$ cat config.mk
export PLATFORM = sky130hd
export DESIGN_NAME = tmr_voted_reg
export DESIGN_NICKNAME = d
export VERILOG_FILES = /design/src/rtl/tmr_pkg.sv /design/src/rtl/tmr_majority.sv /design/src/rtl/tmr_copy_reg.sv /design/src/rtl/tmr_domain_driver.sv /design/src/rtl/tmr_voted_reg.sv
export SDC_FILE = /design/constraint.sdc
export NUM_CORES = 1
export LEC_CHECK = 0
export CORE_ASPECT_RATIO = 2
export CORE_MARGIN = 5
export CORE_UTILIZATION = 45
export CTS_CLUSTER_SIZE = 30
export DETAILED_ROUTE_END_ITERATION = 7
export HOLD_SLACK_MARGIN = 0.05
export PLACE_DENSITY = 0.69
export SLEW_MARGIN = 20
export SYNTH_ARGS = -nofsm -noshare
export SYNTH_HDL_FRONTEND = slang
export SYNTH_SLANG_ARGS = --single-unit
$ cat constraint.sdc
create_clock -name clk -period 3.5 [get_ports clk]
set_clock_uncertainty 0.15 [all_clocks]
set_input_delay 0.7 -clock clk [delete_from_list [all_inputs] [get_ports clk]]
set_output_delay 0.7 -clock clk [all_outputs]
set_load 0.01 [all_outputs]
$ cat src/rtl/tmr_pkg.sv
package tmr_pkg;
  localparam int unsigned NDOM = 3;

  function automatic logic maj3(input logic a, input logic b, input logic c);
    return (a & b) | (a & c) | (b & c);
  endfunction
endpackage

$ cat src/rtl/tmr_majority.sv
module tmr_majority #(
  parameter int unsigned WIDTH = 8
) (
  input  logic [WIDTH-1:0] a,
  input  logic [WIDTH-1:0] b,
  input  logic [WIDTH-1:0] c,
  output logic [WIDTH-1:0] y
);
  for (genvar i = 0; i < WIDTH; i++) begin : g_bit
    assign y[i] = tmr_pkg::maj3(a[i], b[i], c[i]);
  end
endmodule

$ cat src/rtl/tmr_copy_reg.sv
module tmr_copy_reg #(
  parameter int unsigned WIDTH = 8
) (
  input  logic             clk,
  input  logic [WIDTH-1:0] nxt,
  input  logic [WIDTH-1:0] flip,
  output logic [WIDTH-1:0] q
);
  always_ff @(posedge clk) begin
    q <= nxt ^ flip;
  end
endmodule

$ cat src/rtl/tmr_domain_driver.sv
module tmr_domain_driver #(
  parameter int unsigned WIDTH = 8
) (
  input  logic [WIDTH-1:0] own,
  input  logic [WIDTH-1:0] peer_a,
  input  logic [WIDTH-1:0] peer_b,
  output logic [WIDTH-1:0] blk,
  output logic [WIDTH-1:0] drv
);
  // blocked where own bit is outvoted by both peers
  assign blk = (own & ~peer_a & ~peer_b) | (~own & peer_a & peer_b);
  // wired contribution to the shared pin: driven bits only
  assign drv = own & ~blk;
endmodule

$ cat src/rtl/tmr_voted_reg.sv
module tmr_voted_reg #(
  parameter int unsigned WIDTH = 8,
  localparam int unsigned IDXW = (WIDTH > 1) ? $clog2(WIDTH) : 1
) (
  input  logic                      clk,
  input  logic                      rst,
  input  logic                      load_en,
  input  logic [WIDTH-1:0]          din,
  input  logic [tmr_pkg::NDOM-1:0]  inj,
  input  logic [IDXW-1:0]           inj_bit,
  output logic [WIDTH-1:0]          voted,
  output logic [tmr_pkg::NDOM-1:0]  mismatch,
  output logic [WIDTH-1:0]          pin
);
  localparam int unsigned ND = tmr_pkg::NDOM;

  logic [WIDTH-1:0] copy_q [ND];
  logic [WIDTH-1:0] drv    [ND];
  logic [WIDTH-1:0] blk    [ND];
  logic [WIDTH-1:0] nxt;
  logic [WIDTH-1:0] bit_mask;

  tmr_majority #(.WIDTH(WIDTH)) u_vote (
    .a(copy_q[0]), .b(copy_q[1]), .c(copy_q[2]), .y(voted)
  );

  // recovery path: every copy is rewritten from the vote or new data
  always_comb begin
    if (rst)          nxt = '0;
    else if (load_en) nxt = din;
    else              nxt = voted;
  end

  assign bit_mask = {{(WIDTH-1){1'b0}}, 1'b1} << inj_bit;

  for (genvar d = 0; d < ND; d++) begin : g_dom
    logic [WIDTH-1:0] flip;
    assign flip = (inj[d] && !rst) ? bit_mask : '0;

    tmr_copy_reg #(.WIDTH(WIDTH)) u_copy (
      .clk(clk), .nxt(nxt), .flip(flip), .q(copy_q[d])
    );

    tmr_domain_driver #(.WIDTH(WIDTH)) u_drv (
      .own(copy_q[d]),
      .peer_a(copy_q[(d + 1) % ND]),
      .peer_b(copy_q[(d + 2) % ND]),
      .blk(blk[d]),
      .drv(drv[d])
    );

    assign mismatch[d] = |(copy_q[d] ^ voted);
  end

  assign pin = drv[0] | drv[1] | drv[2];
endmodule

==> qor.csv <==
metric;value;unit
maxSlewViolCount;0;
cts_tree;yes;
cts_resized;0;
max_slew_margin;41.0;%
synth_edf_count;0;
yosys_warnings;0;
synth_top_family_by_area;simple AND/OR/NAND/NOR gates;
antenna_cells;0;
path_max_fanout;7;
grt_pass1_vias;1401;
synth_nets;212;
synth_ff_type;dfxtp_1;
synth_compound_area_share;19.0;%
ir_drop;0.000182;V
critPathArrivalTime;2.15;ns
yosysMostFrequentCell;dfxtp_1;
hold_path.class;register to register;
reg2reg_from;g_dom[2].u_copy.q[6]$_DFF_P_;
drive_gt1_share;12.2;%
core-area;4050;um^2
start_util;45.5;%
finalCriticalPeriod;3.00;ns
cts_inserted_buffers;3;
clock_sinks;24;
ys_types;31;
clkLatencyLatePin;0.26;ns
io_buffer_count;35;
vias;1406;
cts_root_buf;clkbuf_8;
async_reset_ff_share;0;%
worstPathRequired;2.65;ns
crit_path_end_kind;output pin;
finalSetupViolCount;0;
dpl.hpwl;2950;um
drc;0;
start_kind;register;
ys_ff_latch;24;
rows;33;
netlist_top_cells_count;24 x dfxtp_1, 15 x nor3b_1;
largest_register;g_dom.u_copy.q;
ant_nets;0;
drtPass1Iterations;4;
crit_start;g_dom[2].u_copy.q[7]$_DFF_P_;
synthSimpleGateAreaFrac;27.2;%
synthMuxAreaShare;0;%
setup_tns;0;ns
areaGrowthSynthToFinish;19.7;%
nFillCells;404;
wire_per_inst;12.8;um
path_class;register to output pin;
power.density;338;nW/um^2
cts_setup_buffers;0;
holdBufCountCts;0;
synthDominantCellAreaShare;26.1;%
cts.reportedPaths.clkPinSlew;0.07;ns
overflow;0;
multi_input_area;1230;um^2
rsz0062_at_grt;no;
grt_start_max_net_pins;16;
gp_congestion;0.759;
wirelength;3500;um
min_from;g_dom[1].u_copy.q[3]$_DFF_P_;
max_cap_violations;0;
fin_crit_sh;85.8;%
clk_path_buf_depth;2;
die_h;100;um
antenna_found_initial;0;
avgViaCountPerCell;5.13;
ios;36;
worst_slew_pin_slew;0.883;ns
layout.nets;240;
synth_area_per_cell;9.44;um^2
synthXorXnorAreaFrac;11.4;%
register_area;480;um^2
reg_top3;g_dom.u_copy.q: 24 flops;
synth_top_cells_by_area;dfxtp_1 26%, o211ai_4 9.2%, nor3b_1 6.1%;
dr.first_iter.drc_count;16;
status;completed;
leakage;0.740;nW
syn_inst;195;
synthesis.area;1840;um^2
timing.fmax;333;MHz
htreeDepth;1;
finalHoldViolCount;0;
grt_pass1_wl;5930;um
die_w;55.2;um
utilization;54.5;%
fin_total_pwr;0.000745;W
largest_reg_flops;24;
synth_fa_ha_area_share;9.24;%
synth_area_leader_cell;dfxtp_1;
dieArea;5550;um^2
gr-usage-all-layers;13.3;%
yosysSeqAreaShare;26.1;%
-- worst max-delay path, cell delays in order (launching register included) --
cell,delay (ns)
dfxtp_1,0.45
and3b_1,0.20
a2111oi_0,0.58
nand4_1,0.15
clkdlybuf4s50_1,0.51
-- per-stage QoR --
stage               hold WS [ns]  setup slack [ns]  std cells  area (um^2)
floorplan                  0.758              1.45        195         1840
global placement           0.792             0.768        270         2150
detailed placement         0.784             0.686        270         2150
CTS                        0.807             0.386        274         2200
global route               0.863             0.362        274         2200
finish                     0.804             0.498        274         2200
-- per-layer routing --
metal | part of all wire (%) | vias to the layer above | track usage, %
li1 | - | 750 | -
met4 | 2.4 | 0 | 8.99
met3 | 3.3 | 5 | 1.54
met5 | 0 | - | 0
met1 | 39 | 622 | 13.8
met2 | 55 | 29 | 24.5
-- layout by cell type (no fill, tap or decap), types with 8 or more instances in the layout --
cell type	netlist	layout
o211ai_4	8	8
dfxtp_1	24	24
nand2b_1	12	12
maj3_2	8	8
xor2_1	12	12
clkdlybuf4s50_1	0	35
nand2_1	12	12
nor3b_1	15	15
xnor2_1	12	12
nor2_1	12	12
maj3_1	8	8
-- where the power goes --
part           internal [W]  total (W)  switching (W)
Clock              0.000100   0.000176      0.0000760
Sequential         0.000298   0.000343      0.0000446
Combinational      0.000130   0.000226      0.0000961
Total              0.000529   0.000745       0.000217
-- final timing paths --
kind | end | slack, ns | depth (start not counted)
hold / removal | g_dom[2].u_copy.q[3]$_DFF_P_ | 0.80 | 3
hold reg to reg | g_dom[2].u_copy.q[3]$_DFF_P_ | 0.80 | 3
setup reg to reg | g_dom[1].u_copy.q[6]$_DFF_P_ | 2.14 | 3
setup / recovery | mismatch[2] | 0.50 | 4
-- final cells by class --
type                            count  area share, %
Tap cell                           52           2.95
Timing Repair Buffer               36           16.2
Clock buffer                        4           2.50
Inverter                            4          0.681
Multi-Input combinational cell    154           55.8
Sequential cell                    24           21.8
-- logic make-up after synthesis --
family	count (synthesis)
fa+ha+maj	16
buf+inv	17
flops	24
xor+xnor	24
compound gates	34
simple gates	80
Note: power is estimated with default switching activity, not from simulation.
